**src/rtl/dac_seq_pkg.sv**
```systemverilog
package dac_seq_pkg;
  typedef enum logic [1:0] {
    MODE_DIRECT = 2'd0,
    MODE_EXT    = 2'd1,
    MODE_TIMER  = 2'd2,
    MODE_SOFT   = 2'd3
  } seq_mode_e;

  localparam int unsigned REG_AW = 4;
  localparam logic [REG_AW-1:0] ADDR_CTRL = 4'd8;
  localparam logic [REG_AW-1:0] ADDR_STAT = 4'd9;
  localparam logic [REG_AW-1:0] ADDR_PER  = 4'd10;
endpackage

```
**src/rtl/dac_seq_trig.sv**
```systemverilog
module dac_seq_trig
  import dac_seq_pkg::*;
#(
  parameter int unsigned TW = 16
) (
  input  logic          clk,
  input  logic          rst,
  input  seq_mode_e     mode,
  input  logic [TW-1:0] period,
  input  logic          sw_hit,
  input  logic          ext_in,
  input  logic          ext_block,
  output logic          fire
);
  logic [2:0]    sync_q;
  logic [TW-1:0] cnt_q;
  logic          ext_edge, tmr_hit;

  always_ff @(posedge clk) begin
    if (rst) sync_q <= '0;
    else     sync_q <= {sync_q[1:0], ext_in};
  end

  assign ext_edge = sync_q[1] & ~sync_q[2];
  assign tmr_hit  = (mode == MODE_TIMER) && (cnt_q == period);

  always_ff @(posedge clk) begin
    if (rst || mode != MODE_TIMER || tmr_hit) cnt_q <= '0;
    else                                      cnt_q <= cnt_q + 1'b1;
  end

  assign fire = (ext_edge && mode == MODE_EXT && !ext_block)
              || tmr_hit
              || (sw_hit && mode == MODE_SOFT);
endmodule

```
**src/rtl/dac_seq_bank.sv**
```systemverilog
module dac_seq_bank #(
  parameter int unsigned NCH = 8,
  parameter int unsigned DW  = 16,
  localparam int unsigned CW = $clog2(NCH)
) (
  input  logic              clk,
  input  logic              rst,
  input  logic              wr_hit,
  input  logic [CW-1:0]     wr_ch,
  input  logic [DW-1:0]     wr_val,
  input  logic              direct,
  input  logic              xfer,
  input  logic              fire,
  input  logic [CW-1:0]     rd_ch,
  output logic [DW-1:0]     rd_val,
  output logic [NCH*DW-1:0] out_flat,
  output logic              load
);
  logic [NCH*DW-1:0] hold_flat;

  for (genvar g = 0; g < NCH; g++) begin : g_ch
    logic [DW-1:0] hold_q, out_q;
    logic          sel;
    assign sel = wr_hit && (wr_ch == CW'(g));
    always_ff @(posedge clk) begin
      if (rst) begin
        hold_q <= '0;
        out_q  <= '0;
      end else begin
        if (sel) hold_q <= wr_val;
        if (sel && direct) out_q <= wr_val;
        else if (xfer)     out_q <= hold_q;
      end
    end
    assign hold_flat[g*DW +: DW] = hold_q;
    assign out_flat[g*DW +: DW]  = out_q;
  end

  assign rd_val = hold_flat[rd_ch*DW +: DW];

  always_ff @(posedge clk) begin
    if (rst) load <= 1'b0;
    else     load <= fire || (wr_hit && direct);
  end
endmodule

```
**src/rtl/dac_seq_stat.sv**
```systemverilog
module dac_seq_stat (
  input  logic clk,
  input  logic rst,
  input  logic fire,
  input  logic confirm,
  input  logic irq_en,
  output logic xfer,
  output logic req,
  output logic unf,
  output logic irq
);
  logic ready;
  assign ready = !unf || confirm;
  assign xfer  = fire && ready;

  always_ff @(posedge clk) begin
    if (rst) begin
      req <= 1'b0;
      unf <= 1'b1;
      irq <= 1'b0;
    end else if (xfer) begin
      req <= 1'b1;
      unf <= 1'b1;
      irq <= irq_en;
    end else if (confirm) begin
      req <= 1'b0;
      unf <= 1'b0;
      irq <= 1'b0;
    end
  end
endmodule

```
**src/rtl/dac_update_seq.sv**
```systemverilog
module dac_update_seq
  import dac_seq_pkg::*;
#(
  parameter int unsigned NCH = 8,
  parameter int unsigned DW  = 16,
  parameter int unsigned TW  = 16
) (
  input  logic              clk,
  input  logic              rst,
  input  logic              wr_en,
  input  logic [3:0]        wr_addr,
  input  logic [31:0]       wr_data,
  input  logic [3:0]        rd_addr,
  output logic [31:0]       rd_data,
  input  logic              ext_trig,
  output logic [NCH*DW-1:0] dac_data,
  output logic              dac_load,
  output logic              irq,
  output logic              trig_out,
  output logic              trig_oe,
  output logic              cfg_err
);
  localparam int unsigned CW = $clog2(NCH);

  seq_mode_e     mode_q;
  logic          oe_q, irqen_q, trig_q;
  logic [TW-1:0] per_q;
  logic          ctrl_wr, sw_hit, confirm, ch_wr, fire, xfer, req, unf;
  logic [DW-1:0] rd_val;
  logic          unused_bits;

  assign ctrl_wr = wr_en && wr_addr == ADDR_CTRL;
  assign sw_hit  = ctrl_wr && wr_data[4];
  assign confirm = wr_en && wr_addr == ADDR_STAT && wr_data[0];
  assign ch_wr   = wr_en && wr_addr < 4'(NCH);
  assign cfg_err = mode_q == MODE_EXT && oe_q;
  assign unused_bits = ^wr_data[31:DW];

  always_ff @(posedge clk) begin
    if (rst) begin
      mode_q  <= MODE_DIRECT;
      oe_q    <= 1'b0;
      irqen_q <= 1'b0;
      per_q   <= '0;
      trig_q  <= 1'b0;
    end else begin
      if (ctrl_wr) begin
        mode_q  <= seq_mode_e'(wr_data[1:0]);
        oe_q    <= wr_data[2];
        irqen_q <= wr_data[3];
      end
      if (wr_en && wr_addr == ADDR_PER) per_q <= wr_data[TW-1:0];
      trig_q <= fire;
    end
  end

  dac_seq_trig #(.TW(TW)) trig_i (
    .clk(clk), .rst(rst), .mode(mode_q), .period(per_q), .sw_hit(sw_hit),
    .ext_in(ext_trig), .ext_block(cfg_err), .fire(fire)
  );

  dac_seq_stat stat_i (
    .clk(clk), .rst(rst), .fire(fire), .confirm(confirm), .irq_en(irqen_q),
    .xfer(xfer), .req(req), .unf(unf), .irq(irq)
  );

  dac_seq_bank #(.NCH(NCH), .DW(DW)) bank_i (
    .clk(clk), .rst(rst), .wr_hit(ch_wr), .wr_ch(wr_addr[CW-1:0]),
    .wr_val(wr_data[DW-1:0]), .direct(mode_q == MODE_DIRECT), .xfer(xfer),
    .fire(fire), .rd_ch(rd_addr[CW-1:0]), .rd_val(rd_val),
    .out_flat(dac_data), .load(dac_load)
  );

  always_comb begin
    rd_data = '0;
    if (rd_addr < 4'(NCH))          rd_data[DW-1:0] = rd_val;
    else if (rd_addr == ADDR_CTRL)  rd_data[3:0]    = {irqen_q, oe_q, mode_q};
    else if (rd_addr == ADDR_STAT)  rd_data[2:0]    = {irq, unf, req};
    else if (rd_addr == ADDR_PER)   rd_data[TW-1:0] = per_q;
  end

  assign trig_out = trig_q;
  assign trig_oe  = oe_q;
endmodule

```
**config.mk**
```make
export PLATFORM = sky130hd
export DESIGN_NAME = dac_update_seq
export DESIGN_NICKNAME = d
export VERILOG_FILES = /design/src/rtl/dac_seq_pkg.sv /design/src/rtl/dac_seq_trig.sv /design/src/rtl/dac_seq_bank.sv /design/src/rtl/dac_seq_stat.sv /design/src/rtl/dac_update_seq.sv
export SDC_FILE = /design/constraint.sdc
export NUM_CORES = 1
export LEC_CHECK = 0
export ABC_AREA = 1
export BUFFER_PORTS_ARGS = -buffer_cell sky130_fd_sc_hd__buf_2
export CORE_MARGIN = 2
export CORE_UTILIZATION = 57
export DETAILED_ROUTE_END_ITERATION = 6
export GPL_TIMING_DRIVEN = 0
export HOLD_SLACK_MARGIN = 0.12
export PLACE_DENSITY = 0.88
export SLEW_MARGIN = 0
export SYNTH_ARGS = -nofsm -noshare
export SYNTH_HDL_FRONTEND = slang
export SYNTH_SLANG_ARGS = --single-unit
```
**constraint.sdc**
```tcl
create_clock -name clk -period 2.1 [get_ports clk]
set_input_delay 0.315 -clock clk [delete_from_list [all_inputs] [get_ports clk]]
set_output_delay 0.315 -clock clk [all_outputs]
set_load 0.02 [all_outputs]
```
# Yosys cells after proc, flatten, opt, wreduce, memory -nomap -nowiden
# Cells that the tools add are included.
# totals
regBits,300
input_bits,44
out_inout_bits,165
elab_cells,125
# classes
n_addsub,1
n_lt_le_gt_ge,2
eq_ne,18
n_shift,1
muxes,25
bitwise_logic,2
reduce_logical,49
# op_table
cell,count
two-way mux 16 bit,18
indexed part select 128 x 8 -> 16 bit,1
logical AND 1 bit,29
== test 4 bit (second input constant),6
nonzero test 2 bit,9
adder 16 x 1 -> 16 bit (second input constant),1
== test 16 bit,1
two-way mux 13 bit,1
== test 3 bit (second input constant),4
two-way mux 12 bit,1
less-than comparator 4 bit (second input constant),2
== test 3 x 2 -> 1 bit (second input constant),2
logical OR 1 bit,6
== test 2 bit (second input constant),2
two-way mux 4 bit,1
== test 3 x 1 -> 1 bit (second input constant),1
zero test 3 bit,1
two-way mux 1 bit,3
two-way mux 3 bit,1
== test 2 x 1 -> 1 bit (second input constant),1
zero test 1 bit,2
zero test 2 bit,1
inequality test 2 bit (second input constant),1
OR reduction 2 bit,1
other kinds (2),2

# Longest topological paths before layout
# depth
depth_word,9
mapped_depth,14
ltp_nobuf,12

# Cells and area by module
# A second synthesis with hierarchy kept.
# hier_totals
hier_cells,2570
area_unflattened_um2,15753.9
# modules_own_cells
mod,n_inst,cells_per_inst,area_per_inst_um2,seq_area_each_um2
dac_seq_bank,1,2151,13101.3,5144.9
dac_update_seq,1,227,1336.3,420.4
dac_seq_trig,1,174,1186.1,380.4
dac_seq_stat,1,18,130.1,60.1

# Worst setup path after synthesis
# OpenSTA, ideal clock, no wires.
# synth_timing
path_type,input port to output port
startpoint,input port rd_addr[3]
endpoint,output port rd_data[6]
t_arrival_ns,1.656
t_required_ns,1.785
slack_ns,0.129
stages,5
n_path_buf,1
cell_sequence,clkinv_1 nor2_1 nand3_1 clkbuf_1 o21ai_0
# synth_via
elab_chain_cells,5
elab_cells_between_ends,8
cone_classes,order compare (1); eq/ne (3); mux (4)
# synth_rtl
element,line_no,text
"start, declared",dac_update_seq.sv:13,"input logic [3:0] rd_addr,"
== test 4 bit,dac_update_seq.sv:79,else if (rd_addr == ADDR_PER) rd_data[TW-1:0] = per_q;
two-way mux 16 bit,dac_update_seq.sv:79,
two-way mux 13 bit,dac_update_seq.sv:78,"else if (rd_addr == ADDR_STAT) rd_data[2:0] = {irq, unf, req};"
two-way mux 12 bit,dac_update_seq.sv:77,"else if (rd_addr == ADDR_CTRL) rd_data[3:0] = {irqen_q, oe_q, mode_q};"
two-way mux 16 bit *,dac_update_seq.sv:76,if (rd_addr < 4'(NCH)) rd_data[DW-1:0] = rd_val;
"end, declared",dac_update_seq.sv:14,"output logic [31:0] rd_data,"
# Every way passes the cells marked *; elsewhere a longest branch is shown, timed or not.

# Final worst setup path
# layout_timing
startpoint,register bank_i.g_ch[3].hold_q[3]
endpoint,output port rd_data[3]
# layout_via
elab_chain_cells,2
# layout_rtl
element,line_no,text
"start, declared",dac_seq_bank.sv:22,"logic [DW-1:0] hold_q, out_q;"
"start signal, assigned",dac_seq_bank.sv:30,if (sel) hold_q <= wr_val;
indexed part select 128 x 8 -> 16 bit,dac_seq_bank.sv:39,assign rd_val = hold_flat[rd_ch*DW +: DW];
two-way mux 16 bit,dac_update_seq.sv:76,
# No other way between the ends.

==> flow_summary.toml <==
[status]
status = "complete, but fails checks"
violations = "DRC, setup timing"

[min_path]
hold_path.class = "primary input to register"

[floorplanning]
initial_core_util = 0.5815
fp.dieW_um = 158.7
die-area_um2 = 25200
die_height_um = 158.7
io_pins = 209
fp-row-count = 56
core-area_um2 = 23470

[route]
route.detailed.drc = 22
routed_wl_um = 53550
vias = 15038
drtPass1Iterations = 7
first_iter_violations = 2115
wl_per_cell_um = 22.15
viasPerCell = 6.219
final_antenna_net_count = 0

[grt]
grt_max_degree = 16
grt-ovfl-total = 0
grt_pass1_vias = 13880
track_usage = 0.4007
grt_antenna_before_repair = 2
grt_pass1_wl_um = 78450

[clocking]
cts_tree = "built"
clock-sinks = 300
cts_htree_levels = 1
clock_latency_ns = 0.57
cts_inserted_buffers = 31
path_clk_slew_ns = 0.07
root_buffer = "clkbuf_16"
clock_path_buffers = 3

[critical_path]
worstPathCellList = "nor2_1, o2111ai_1, nand3_1, o211ai_1, buf_4"
cp_slowest_cell = "dfxtp_2"
slowest_delay_ns = 0.39
setup.worst_path.class = "register to output pin"
required_ns = 1.78
path_buf_inv = 1
cp_max_fo = 3
crit_family = "compound AO/OA/AOI/OAI gates"
cp-start-kind = "register"
arrival_ns = 1.83
cp-end-kind = "output pin"

[pwr]
power_leakage_nw = 6.501
power.density_nw_per_um2 = 761.3
ir_drop_mv = 0.7134

[sta]
setup_slack_ns = -0.04770
setup_viol = 5
tightestPinTransition_ns = 1.256
slew_violations = 0
timing.fmax_ghz = 0.4656
fin_skew_ns = 0.01072
period_minus_slack_ns = 2.148
hold_viol_final = 0
fin_setup_tns_ns = -0.09920
slew_headroom = 0.1625
fin_crit_sh = 1.023
rsz0062_at_grt = "yes"

[final_layout]
drive_gt1_frac = 0.2341
areaGrowthSynthToFinish_pct = 23.72
fin_util = 0.7195
design_area_um2 = 16890
fin_nets = 2118

[yosys]
synth_cell_types = 36
synth_ff_type = "dfxtp_1"
ys_seq_elements = 300
synth_edf_count = 0
synth_area_um2 = 13650
synth_area_per_cell_um2 = 7.434
synth_cells = 1836
synth_seq_area_share = 0.4400
ys_async_sr_fraction = 0
synth.yosys.warnings = 0

[flow_run]
maxCapViolCount = 0

[placement]
pre_cts_ws_ns = -0.5754
dp_hpwl_um = 36770
placed_area_um2 = 14980
place.gp.congestion = 1.046
port_buffers = 175
cells by family (layout without fill, tap and decap cells):
family,count (synthesis),after routing,synth area share
XOR/XNOR,4,4,0.002566
AO/OA/AOI/OAI,676,676,0.2639
adder cells (fa/ha/maj),1,1,0.0009165
AND/OR/NAND/NOR,606,606,0.2066
flip-flops,300,300,0.4400
buffers and inverters,248,494,0.08571
other,1,18,0.0002747
stage by stage:
step,power (mW),cells,hold slack (ns)
after floorplan,6.494,1851,0.3883
after global placement,6.895,2345,0.3936
after detailed placement,6.904,2345,0.3984
after CTS,12.72,2405,0.1478
after global routing,13.12,2416,0.1788
final,12.86,2418,0.1623
power breakdown:
group | internal [mW] | leakage, nW | switching (mW)
Sequential | 5.76 | 2.44 | 0.0790
Clock | 3.50 | 0.547 | 2.36
Combinational | 0.312 | 3.52 | 0.853
per-layer routing:
layer	routed length, µm	track usage	part of all wire
met1	19060	0.4899	0.36
met2	23300	0.6328	0.44
met3	6848	0.09143	0.13
met4	4324	0.2669	0.081
met5	9	0	0.00017
synthesized netlist by cell type (5+ instances only):
library cell / instances / area (µm²)
o21ai_0: 316 / 1582
nand2_1: 311 / 1167
dfxtp_1: 300 / 6006
a21oi_1: 265 / 1326
nand3_1: 158 / 790.8
clkbuf_1: 102 / 382.9
nor2_1: 68 / 255.2
inv_1: 59 / 221.5
buf_4: 34 / 255.2
o21ai_1: 33 / 165.2
nand2_2: 28 / 175.2
a221oi_1: 26 / 227.7
a21oi_2: 20 / 175.2
buf_1: 18 / 67.56
nor2_4: 11 / 123.9
buf_2: 10 / 50.05
inv_2: 10 / 37.54
buf_6: 8 / 90.09
nand4_1: 8 / 50.05
nand2_8: 7 / 140.1
nor3_1: 7 / 35.03
o211ai_1: 5 / 37.54
cell type report:
class	instances	area [µm²]
well taps	319	399.1
flip-flops and latches	300	6046
inverters	73	290.3
plain buffers	175	993.5
clock buffers	43	910.9
multi-input cells	1303	7018
fillers	1934	6585
diodes	2	5.005
clock inverters	14	173.9
repair buffers	189	1051
registers in the layout, indices dropped and copies added, names as in the netlist:
register,count
per_q,16
trig_oe,1
trig_i.cnt_q,16
bank_i.g_ch.hold_q,128
stat_i.irq,1
trig_i.sync_q,3
bank_i.load,1
stat_i.req,1
irqen_q,1
mode_q,2
stat_i.unf,1
trig_out,1
bank_i.g_ch.out_q,128
final timing paths:
path | slack, ns | end | cells after the start | from
hold / removal | 0.16 | bank_i.load$_SDFF_PP0_ | 5 | wr_en
hold reg to reg | 0.41 | trig_i.sync_q[1]$_SDFF_PP0_ | 2 | trig_i.sync_q[0]$_SDFF_PP0_
setup / recovery | -0.05 | rd_data[3] | 5 | bank_i.g_ch[3].hold_q[3]$_SDFFE_PP0P_
setup reg to reg | 0.10 | bank_i.g_ch[4].out_q[5]$_SDFFE_PP0P_ | 13 | mode_q[1]$_SDFFE_PP0N_
repair_timing:
action / in CTS / in global routing
gates cloned: 0 / 1
pin swaps: 12 / 35
setup buffers: 1 / 10
hold buffers: 2 / 0
gates resized for setup: 101 / 106
hold endpoints to repair: 2 / 0
endpoints found under the setup margin: 27 / 66
placed cells by master (no fill, tap or decap), types with 20 or more instances in the layout:
cell type	instances
inv_1	59
a21oi_1	265
a21oi_2	20
buf_4	49
nand3_1	146
dfxtp_2	20
clkbuf_16	32
clkbuf_1	89
o21ai_1	44
buf_2	176
nor2_1	63
nand2_2	31
nand2_1	308
dfxtp_1	276
o21ai_0	288
worst register-to-register path, cell delays in order, from the launching register on:
cell and delay (ns):
dfxtp_1 0.32, buf_4 0.16, nand2_1 0.06, nor2_1 0.12
nand3_1 0.12, nor2_2 0.13, nand3_2 0.10, nand2_2 0.10
nand2_2 0.12, buf_12 0.23, nand2_8 0.12, buf_6 0.13
nand2_1 0.06, a21oi_1 0.15
Power figures use the tool's default switching activity.
